`config.mk`:
```
export PLATFORM = sky130hd
export DESIGN_NAME = hipt_engine
export DESIGN_NICKNAME = d
export VERILOG_FILES = /design/src/rtl/hipt_pkg.sv /design/src/rtl/hipt_hash.sv /design/src/rtl/hipt_anchor_tbl.sv /design/src/rtl/hipt_frame_tbl.sv /design/src/rtl/hipt_engine.sv
export SDC_FILE = /design/constraint.sdc
export NUM_CORES = 2
export LEC_CHECK = 0
export BUFFER_PORTS_ARGS = -buffer_cell sky130_fd_sc_hd__buf_2
export CELL_PAD_IN_SITES_DETAIL_PLACEMENT = 1
export CELL_PAD_IN_SITES_GLOBAL_PLACEMENT = 2
export CORE_MARGIN = 2
export CORE_UTILIZATION = 35
export DETAILED_ROUTE_END_ITERATION = 10
export PLACE_DENSITY = 0.63
export SLEW_MARGIN = 20
export SYNTH_ARGS = -nofsm -noshare
export SYNTH_HDL_FRONTEND = slang
export SYNTH_HIERARCHICAL = 1
export SYNTH_SLANG_ARGS = --single-unit
```
`constraint.sdc`:
```
create_clock -name clk -period 17.3 [get_ports clk]
set_clock_uncertainty 0.05 [all_clocks]
set_input_delay 4.325 -clock clk [delete_from_list [all_inputs] [get_ports clk]]
set_output_delay 4.325 -clock clk [all_outputs]
set_load 0.02 [all_outputs]
```
`src/rtl/hipt_pkg.sv`:
```
package hipt_pkg;

  typedef enum logic [2:0] {
    ST_IDLE   = 3'd0,
    ST_WALK   = 3'd1,
    ST_RESP   = 3'd2,
    ST_INSERT = 3'd3,
    ST_REMOVE = 3'd4
  } eng_state_e;

  typedef enum logic {
    OP_ADD = 1'b0,
    OP_DEL = 1'b1
  } mnt_op_e;

endpackage

```
`src/rtl/hipt_hash.sv`:
```
module hipt_hash #(
  parameter int KEY_W = 28,
  parameter int OUT_W = 6
) (
  input  logic [KEY_W-1:0] key,
  output logic [OUT_W-1:0] slot
);
  localparam int PIECES = (KEY_W + OUT_W - 1) / OUT_W;
  localparam int PAD_W  = PIECES * OUT_W;

  logic [PAD_W-1:0] padded;
  assign padded = PAD_W'(key);

  always_comb begin
    slot = '0;
    for (int s = 0; s < PIECES; s++) begin
      slot = slot ^ padded[s*OUT_W +: OUT_W];
    end
  end
endmodule

```
`src/rtl/hipt_anchor_tbl.sv`:
```
module hipt_anchor_tbl #(
  parameter int SLOTS = 64,
  parameter int PTR_W = 6
) (
  input  logic                     clk,
  input  logic                     rst_n,
  input  logic [$clog2(SLOTS)-1:0] rd_idx,
  output logic                     rd_vld,
  output logic [PTR_W-1:0]         rd_ptr,
  input  logic                     wr_en,
  input  logic [$clog2(SLOTS)-1:0] wr_idx,
  input  logic                     wr_vld,
  input  logic [PTR_W-1:0]         wr_ptr
);
  logic             head_vld [SLOTS];
  logic [PTR_W-1:0] head_ptr [SLOTS];

  assign rd_vld = head_vld[rd_idx];
  assign rd_ptr = head_ptr[rd_idx];

  always_ff @(posedge clk) begin
    if (!rst_n) begin
      for (int i = 0; i < SLOTS; i++) begin
        head_vld[i] <= 1'b0;
        head_ptr[i] <= '0;
      end
    end else if (wr_en) begin
      head_vld[wr_idx] <= wr_vld;
      head_ptr[wr_idx] <= wr_ptr;
    end
  end
endmodule

```
`src/rtl/hipt_frame_tbl.sv`:
```
module hipt_frame_tbl #(
  parameter int FRAMES = 64,
  parameter int PID_W  = 8,
  parameter int VPN_W  = 20
) (
  input  logic                      clk,
  input  logic                      rst_n,
  input  logic [$clog2(FRAMES)-1:0] rd_idx,
  output logic [PID_W-1:0]          rd_pid,
  output logic [VPN_W-1:0]          rd_vpn,
  output logic                      rd_nvld,
  output logic [$clog2(FRAMES)-1:0] rd_nptr,
  input  logic                      fill_en,
  input  logic [$clog2(FRAMES)-1:0] fill_idx,
  input  logic [PID_W-1:0]          fill_pid,
  input  logic [VPN_W-1:0]          fill_vpn,
  input  logic                      fill_nvld,
  input  logic [$clog2(FRAMES)-1:0] fill_nptr,
  input  logic                      link_en,
  input  logic [$clog2(FRAMES)-1:0] link_idx,
  input  logic                      link_nvld,
  input  logic [$clog2(FRAMES)-1:0] link_nptr
);
  localparam int FW = $clog2(FRAMES);

  logic [PID_W-1:0] own_pid  [FRAMES];
  logic [VPN_W-1:0] own_vpn  [FRAMES];
  logic             nxt_vld  [FRAMES];
  logic [FW-1:0]    nxt_ptr  [FRAMES];

  assign rd_pid  = own_pid[rd_idx];
  assign rd_vpn  = own_vpn[rd_idx];
  assign rd_nvld = nxt_vld[rd_idx];
  assign rd_nptr = nxt_ptr[rd_idx];

  always_ff @(posedge clk) begin
    if (!rst_n) begin
      for (int i = 0; i < FRAMES; i++) begin
        own_pid[i] <= '0;
        own_vpn[i] <= '0;
        nxt_vld[i] <= 1'b0;
        nxt_ptr[i] <= '0;
      end
    end else if (fill_en) begin
      own_pid[fill_idx] <= fill_pid;
      own_vpn[fill_idx] <= fill_vpn;
      nxt_vld[fill_idx] <= fill_nvld;
      nxt_ptr[fill_idx] <= fill_nptr;
    end else if (link_en) begin
      nxt_vld[link_idx] <= link_nvld;
      nxt_ptr[link_idx] <= link_nptr;
    end
  end
endmodule

```
`src/rtl/hipt_engine.sv`:
```
module hipt_engine
  import hipt_pkg::*;
#(
  parameter int FRAMES = 64,
  parameter int PID_W  = 8,
  parameter int VPN_W  = 20
) (
  input  logic                        clk,
  input  logic                        rst_n,
  input  logic                        req_valid,
  output logic                        req_ready,
  input  logic [PID_W-1:0]            req_pid,
  input  logic [VPN_W-1:0]            req_vpn,
  output logic                        rsp_valid,
  input  logic                        rsp_ready,
  output logic                        rsp_hit,
  output logic [$clog2(FRAMES)-1:0]   rsp_frame,
  output logic [$clog2(FRAMES+1)-1:0] rsp_visits,
  input  logic                        mnt_valid,
  output logic                        mnt_ready,
  input  logic                        mnt_op,
  input  logic [PID_W-1:0]            mnt_pid,
  input  logic [VPN_W-1:0]            mnt_vpn,
  input  logic [$clog2(FRAMES)-1:0]   mnt_frame
);
  localparam int FW    = $clog2(FRAMES);
  localparam int CNT_W = $clog2(FRAMES+1);
  localparam int KEY_W = PID_W + VPN_W;

  eng_state_e state_q;

  logic [PID_W-1:0] key_pid_q;
  logic [VPN_W-1:0] key_vpn_q;
  logic [FW-1:0]    slot_q;
  logic [FW-1:0]    add_frame_q;
  logic             cur_vld_q;
  logic [FW-1:0]    cur_q;
  logic             prev_vld_q;
  logic [FW-1:0]    prev_q;
  logic [CNT_W-1:0] cnt_q;
  logic             hit_q;
  logic [FW-1:0]    frame_q;
  logic [CNT_W-1:0] visits_q;

  logic             idle;
  logic             mnt_go;
  logic             req_go;
  logic [KEY_W-1:0] sel_key;
  logic [FW-1:0]    new_slot;

  logic [FW-1:0]    anc_rd_idx;
  logic             anc_rd_vld;
  logic [FW-1:0]    anc_rd_ptr;
  logic             anc_wr_en;
  logic             anc_wr_vld;
  logic [FW-1:0]    anc_wr_ptr;

  logic [PID_W-1:0] ent_pid;
  logic [VPN_W-1:0] ent_vpn;
  logic             ent_nvld;
  logic [FW-1:0]    ent_nptr;
  logic             fill_en;
  logic             link_en;
  logic             match;

  // handshake
  assign idle      = (state_q == ST_IDLE);
  assign mnt_ready = idle;
  assign req_ready = idle && !mnt_valid;
  assign mnt_go    = mnt_valid && idle;
  assign req_go    = req_valid && req_ready;

  assign rsp_valid  = (state_q == ST_RESP);
  assign rsp_hit    = hit_q;
  assign rsp_frame  = frame_q;
  assign rsp_visits = visits_q;

  // hash of the key being accepted this cycle
  assign sel_key = mnt_valid ? {mnt_pid, mnt_vpn} : {req_pid, req_vpn};

  hipt_hash #(.KEY_W(KEY_W), .OUT_W(FW)) u_hash (
    .key  (sel_key),
    .slot (new_slot)
  );

  assign anc_rd_idx = idle ? new_slot : slot_q;

  hipt_anchor_tbl #(.SLOTS(FRAMES), .PTR_W(FW)) u_anchor (
    .clk    (clk),
    .rst_n  (rst_n),
    .rd_idx (anc_rd_idx),
    .rd_vld (anc_rd_vld),
    .rd_ptr (anc_rd_ptr),
    .wr_en  (anc_wr_en),
    .wr_idx (slot_q),
    .wr_vld (anc_wr_vld),
    .wr_ptr (anc_wr_ptr)
  );

  hipt_frame_tbl #(.FRAMES(FRAMES), .PID_W(PID_W), .VPN_W(VPN_W)) u_frames (
    .clk       (clk),
    .rst_n     (rst_n),
    .rd_idx    (cur_q),
    .rd_pid    (ent_pid),
    .rd_vpn    (ent_vpn),
    .rd_nvld   (ent_nvld),
    .rd_nptr   (ent_nptr),
    .fill_en   (fill_en),
    .fill_idx  (add_frame_q),
    .fill_pid  (key_pid_q),
    .fill_vpn  (key_vpn_q),
    .fill_nvld (anc_rd_vld),
    .fill_nptr (anc_rd_ptr),
    .link_en   (link_en),
    .link_idx  (prev_q),
    .link_nvld (ent_nvld),
    .link_nptr (ent_nptr)
  );

  // a visited slot matches only on both key halves
  assign match = cur_vld_q && (ent_pid == key_pid_q) && (ent_vpn == key_vpn_q);

  // table writes: add writes both tables, remove rewrites exactly one link
  always_comb begin
    fill_en    = (state_q == ST_INSERT);
    link_en    = (state_q == ST_REMOVE) && match && prev_vld_q;
    anc_wr_en  = fill_en || ((state_q == ST_REMOVE) && match && !prev_vld_q);
    anc_wr_vld = fill_en ? 1'b1 : ent_nvld;
    anc_wr_ptr = fill_en ? add_frame_q : ent_nptr;
  end

  always_ff @(posedge clk) begin
    if (!rst_n) begin
      state_q     <= ST_IDLE;
      key_pid_q   <= '0;
      key_vpn_q   <= '0;
      slot_q      <= '0;
      add_frame_q <= '0;
      cur_vld_q   <= 1'b0;
      cur_q       <= '0;
      prev_vld_q  <= 1'b0;
      prev_q      <= '0;
      cnt_q       <= '0;
      hit_q       <= 1'b0;
      frame_q     <= '0;
      visits_q    <= '0;
    end else begin
      unique case (state_q)
        ST_IDLE: begin
          if (mnt_go) begin
            key_pid_q   <= mnt_pid;
            key_vpn_q   <= mnt_vpn;
            slot_q      <= new_slot;
            add_frame_q <= mnt_frame;
            cur_vld_q   <= anc_rd_vld;
            cur_q       <= anc_rd_ptr;
            prev_vld_q  <= 1'b0;
            state_q     <= (mnt_op == OP_ADD) ? ST_INSERT : ST_REMOVE;
          end else if (req_go) begin
            key_pid_q <= req_pid;
            key_vpn_q <= req_vpn;
            slot_q    <= new_slot;
            cur_vld_q <= anc_rd_vld;
            cur_q     <= anc_rd_ptr;
            cnt_q     <= '0;
            state_q   <= ST_WALK;
          end
        end
        ST_WALK: begin
          if (!cur_vld_q) begin
            hit_q    <= 1'b0;
            frame_q  <= '0;
            visits_q <= cnt_q;
            state_q  <= ST_RESP;
          end else if (match) begin
            hit_q    <= 1'b1;
            frame_q  <= cur_q;
            visits_q <= cnt_q + CNT_W'(1);
            state_q  <= ST_RESP;
          end else begin
            cnt_q     <= cnt_q + CNT_W'(1);
            cur_vld_q <= ent_nvld;
            cur_q     <= ent_nptr;
          end
        end
        ST_RESP: begin
          if (rsp_ready) state_q <= ST_IDLE;
        end
        ST_INSERT: begin
          state_q <= ST_IDLE;
        end
        ST_REMOVE: begin
          if (!cur_vld_q || match) begin
            state_q <= ST_IDLE;
          end else begin
            prev_vld_q <= 1'b1;
            prev_q     <= cur_q;
            cur_vld_q  <= ent_nvld;
            cur_q      <= ent_nptr;
          end
        end
        default: state_q <= ST_IDLE;
      endcase
    end
  end
endmodule

```
# Word level (Yosys, flattened, before mapping)
# Memory sizes are Yosys's and may differ from the RTL's. A register that Yosys moved wholly into a read port is not among the register bits.
# Cells that the tools add are included.
# word_totals
regBits,78
input_bits,68
ram_bits,2688
elab_cells,164
output_inout_bits,17
memories,6
# classes
muxes,87
n_eq_ne,17
n_bitwise,5
reduce_logical,35
addsub,1
# memory_table
name,depth,word_bits,read_ports,rd_clocked_by_memory_dff,write_ports,line,rtl
u_frames.own_vpn,64,20,1,1,64,hipt_frame_tbl.sv:27,logic [VPN_W-1:0] own_vpn [FRAMES];
u_frames.own_pid,64,8,1,1,64,hipt_frame_tbl.sv:26,logic [PID_W-1:0] own_pid [FRAMES];
u_anchor.head_ptr,64,6,1,0,64,hipt_anchor_tbl.sv:16,logic [PTR_W-1:0] head_ptr [SLOTS];
u_frames.nxt_ptr,64,6,1,1,64,hipt_frame_tbl.sv:29,logic [FW-1:0] nxt_ptr [FRAMES];
u_anchor.head_vld,64,1,1,0,64,hipt_anchor_tbl.sv:15,logic head_vld [SLOTS];
u_frames.nxt_vld,64,1,1,1,64,hipt_frame_tbl.sv:28,logic nxt_vld [FRAMES];
# op_table
operator,n
$mux W6,30
$mux W20,3
$mux W7,6
$mux W1,32
$mux W28,1
$mux W8,3
$mux W3,7
$eq A20 B20 Y1,1
$reduce_or A20 Y1,1
$pmux W6 S3,1
$reduce_or A6 Y1,3
$xor A6 B6 Y6,3
$pmux W7 S2,1
$pmux W3 S4,1
$ne A2 B1 Y1 const B,5
$reduce_and A5 Y1,2
$eq A8 B8 Y1,1
$logic_and A1 B1 Y1,8
$ne A2 B2 Y1 const B,4
$reduce_and A2 Y1,4
$reduce_or A8 Y1,1
$add A7 B1 Y7 const B,1
$eq A3 B2 Y1 const B,2
$reduce_and A3 Y1,2
15 further kinds,22

# Depth between registers and ports, before layout
# An unclocked memory read counts as a cell.
# logic_depth
depth_word,12
depth_mapped,23
mapped_depth_nobuf,15

# By module
# The synthesis kept the hierarchy.
# by_module_without_submodules
module,area_per_inst_um2,n_inst,cells_each
hipt_frame_tbl,101113.2,1,6464
hipt_anchor_tbl,20867.5,1,1547
hipt_engine,4080.2,1,499
hipt_hash,212.7,1,18

# Worst setup path before layout
# No wires, ideal clock.
# synth_path
kind,input port to output port
start,input port mnt_valid
end,output port req_ready
path_stages,3
arrival_ns,5.366
path_slack_ns,7.559
cell_sequence,clkbuf_1 clkbuf_1 nor4_1
# synth_via
elab_chain_len,2
# synth_lines
element,line,rtl
"start, declared",hipt_engine.sv:19,"input logic mnt_valid,"
$logic_not A1 Y1,hipt_engine.sv:69,assign req_ready = idle && !mnt_valid;
$logic_and A1 B1 Y1,hipt_engine.sv:69,
"end, declared",hipt_engine.sv:11,"output logic req_ready,"
# Every way passes these cells.

==> metrics <==
status=finished, final reports clean; crit path max fanout=80; slowest CP cell=dfxtp_4; clock power share=0.335; Final Cycle Share=0.595; CTS Buf Count=323; Worst-Skew Late Latency=0.95 ns; hold buffers post-CTS=0; Power Internal=13.5 mW; final hold vios=0; Max Cap Viol=0; critical path class=flip-flop to flip-flop; worst-path cell chain=buf_12 -> buf_4 -> buf_4 -> mux4_2 -> mux4_2 -> o22ai_1 -> nor2_1 -> xor2_1 -> a2111o_1 -> or4_4 -> or3_1 -> nor3_1 -> and3b_1 -> mux2_2 -> nor2_2 -> nand2_1 -> nand2_1; die height=605 um; Final Power=20.5 mW; Post-synth EDFFs=2,560; vias in the first global route=77,400; Switch Pwr=7.00 mW; CTS root buf=clkbuf_16; Post-Route WL=421,000 um; sequential area share after synthesis=0.641; ys async rst share=0; fin crit period=10.30 ns; detailed-placement wirelength estimate=241,000 um; layout cells sized above 1=0.200; CTS Buffer Depth=4; GPL Wtd Cong=0.782; Post-CTS Setup Inserts=0; power share of the sequential group=0.375; htree depth=5; RSZ-0062 raised after global routing=no; die width=605 um; # rows=220; routed vias=73,600; hold crit path type=flip-flop to flip-flop; Worst path max stage delay=0.84 ns; Routed Antenna Nets=0; Synth Instances=8,528; Pre-antenna DRT Iters=6; Yosys warnings=6; initial DRC count=6,608; Cell variety after synth=68; Power Dens Cells=143 nW/um^2; Fmax=0.0971 GHz; register bit total from synthesis=2,766; CP arrival=10.82 ns; syn_nets=8,597; Slew @ Worst Pin=1.20 ns; worst vdd ir=0.000189 V; clock-pin transition on the worst setup and hold timing paths=0.06 ns; antenna violations before repair=26; TNS Setup=0 ns; TritonCTS clock tree=yes; P_leak=49.6 nW; first-pass GRT wire length=596,000 um; switching share of total power=0.342; fin. max-slew vios=0; die area=366,000 sq um; Mapped Area=126,000 sq um; drt wl/cell=31.3 um; Initial Utilization=0.352; Overflow after GRT=0; ys flop type=edfxtp_1; PortBufs=84; CP startpoint kind=flip-flop; setup violators final=0; DRC violations left=0; cts repair resizes=0; max_slew headroom=0.198; Avg Cell Area, Syn=14.8 sq um; via/cell ratio=5.48; CTS sink cnt=2,766; Tot GR Track Use=0.228; nets@finish=8,465; Comb pwr share=0.291; Required @ worst endpoint=17.82 ns; top-level port count=85; CP Capture Type=flip-flop; Core Area=359,000 sq um; largest net degree at the start of global routing=131; area added between synthesis and finish=13.3%
-- power by group through the flow --
stage	combinational [mW]	sequential, mW	clock (mW)
after CTS	6.07	7.67	7.01
after global routing	6.25	7.69	7.24
after global placement	6.03	7.80	0
final	5.96	7.67	6.85
after floorplan	3.67	7.71	0
after detailed placement	6.05	7.81	0
-- path summary, 6_finish.rpt --
check                                      startpoint                       to  slack [ns]  cells past startpoint
worst max-delay path                         cur_q[1]  u_frames/nxt_ptr[63][3]        7.00                     17
worst min register to register  u_anchor/head_vld[47]    u_anchor/head_vld[47]        0.42                      2
worst min-delay path            u_anchor/head_vld[47]    u_anchor/head_vld[47]        0.42                      2
worst max register to register               cur_q[1]  u_frames/nxt_ptr[63][3]        7.00                     17
-- final cells by class --
class | count | area, sq um
antenna | 22 | 55.1
clock buffer | 412 | 8690
clock inverter | 163 | 1750
fill | 35800 | 216000
inverter | 8 | 37.5
multi-input combinational | 5001 | 43300
sequential | 2766 | 81000
tap | 4773 | 5970
timing repair buffer | 296 | 2280
-- through the flow --
stage | instances | instance area, sq um | hold WS [ns] | util | setup slack, ns
6_report | 13400 | 143000 | 0.416 | 0.398 | 7.00
5_1_grt | 13400 | 143000 | 0.439 | 0.398 | 6.78
4_1_cts | 13400 | 143000 | 0.417 | 0.398 | 7.09
3_5_place_dp | 12800 | 132000 | 0.408 | 0.369 | 6.82
3_3_place_gp | 12800 | 132000 | 0.403 | 0.369 | 6.95
2_1_floorplan | 8528 | 126000 | 0.390 | - | 7.56
-- routing by layer --
layer | GRT usage | share of wire
met5 | 0 | 0
met2 | 0.383 | 0.49
met4 | 0.0682 | 0.032
met3 | 0.0275 | 0.051
met1 | 0.309 | 0.43
-- cell families after synthesis --
family,Yosys count,share of synthesized area
AO/OA/AOI/OAI,475,0.0237
buffers and inverters,761,0.0262
adder cells (fa/ha/maj),1,0.0000991
XOR/XNOR,49,0.00383
flip-flops,2766,0.641
AND/OR/NAND/NOR,3448,0.150
multiplexers,1028,0.155
-- cells in the mapped netlist, types with 9 or more instances --
cell         n  area, sq um
a21oi_1     67          335
a221oi_1    22          193
a22oi_1     15          113
a31oi_1     34          213
and2_1    2184        13700
buf_1       55          206
buf_2       86          430
buf_4       18          135
buf_6       32          360
clkbuf_1   560         2100
dfxtp_1    206         4120
edfxtp_1  2560        76900
mux2_2      52          586
mux2i_1    242         2420
mux4_2     729        16400
nand2_1    494         1850
nand2b_1    60          375
nand3_1     43          215
nand3b_1    15          113
nor2_1     543         2040
nor2b_1     29          181
nor3_1      40          200
o211ai_1    11         82.6
o21ai_0    179          896
o221ai_1    24          210
o22ai_1     40          250
o31ai_1     18          135
or2_2        9         56.3
xnor2_1     17          149
xor2_1      28          245
-- sequential cells by signal, summed over array words and instances (netlist names) --
signal,cells
u_frames/own_vpn,1280
u_frames/own_pid,512
u_anchor/head_ptr,384
u_frames/nxt_ptr,384
u_anchor/head_vld,64
u_frames/nxt_vld,64
key_vpn_q,20
key_pid_q,8
cnt_q,7
rsp_visits,7
add_frame_q,6
cur_q,6
prev_q,6
rsp_frame,6
slot_q,6
state_q,3
cur_vld_q,1
prev_vld_q,1
rsp_hit,1
-- critical path: cells and delay by family, from the launching register on --
family	cells	cell delay [ns]
XOR/XNOR	1	0.22
buffers and inverters	3	1.74
flip-flops	1	0.84
AO/OA/AOI/OAI	2	1.00
AND/OR/NAND/NOR	8	4.23
multiplexers	3	1.42
-- cell usage in the layout (no fill, tap or decap), types with 18 or more instances in the layout --
cell type  count
edfxtp_1    2560
and2_1      2183
mux4_2       729
nand2_1      494
nor2_1       469
clkbuf_16    330
mux2i_1      235
buf_4        195
dfxtp_1      173
o21ai_0      111
buf_2         83
clkbuf_1      70
a21oi_1       67
o21ai_4       64
nand2b_1      59
clkinv_1      57
nor2_4        48
mux2_2        45
nand3_1       42
o22ai_1       40
nor3_1        38
clkinv_2      38
a31oi_1       34
dfxtp_2       30
bufinv_16     29
nor2b_1       28
xor2_1        28
nor2_2        28
o221ai_1      24
diode_2       22
a221oi_1      22
o31ai_1       18
Note: power is estimated with default switching activity, not from simulation.
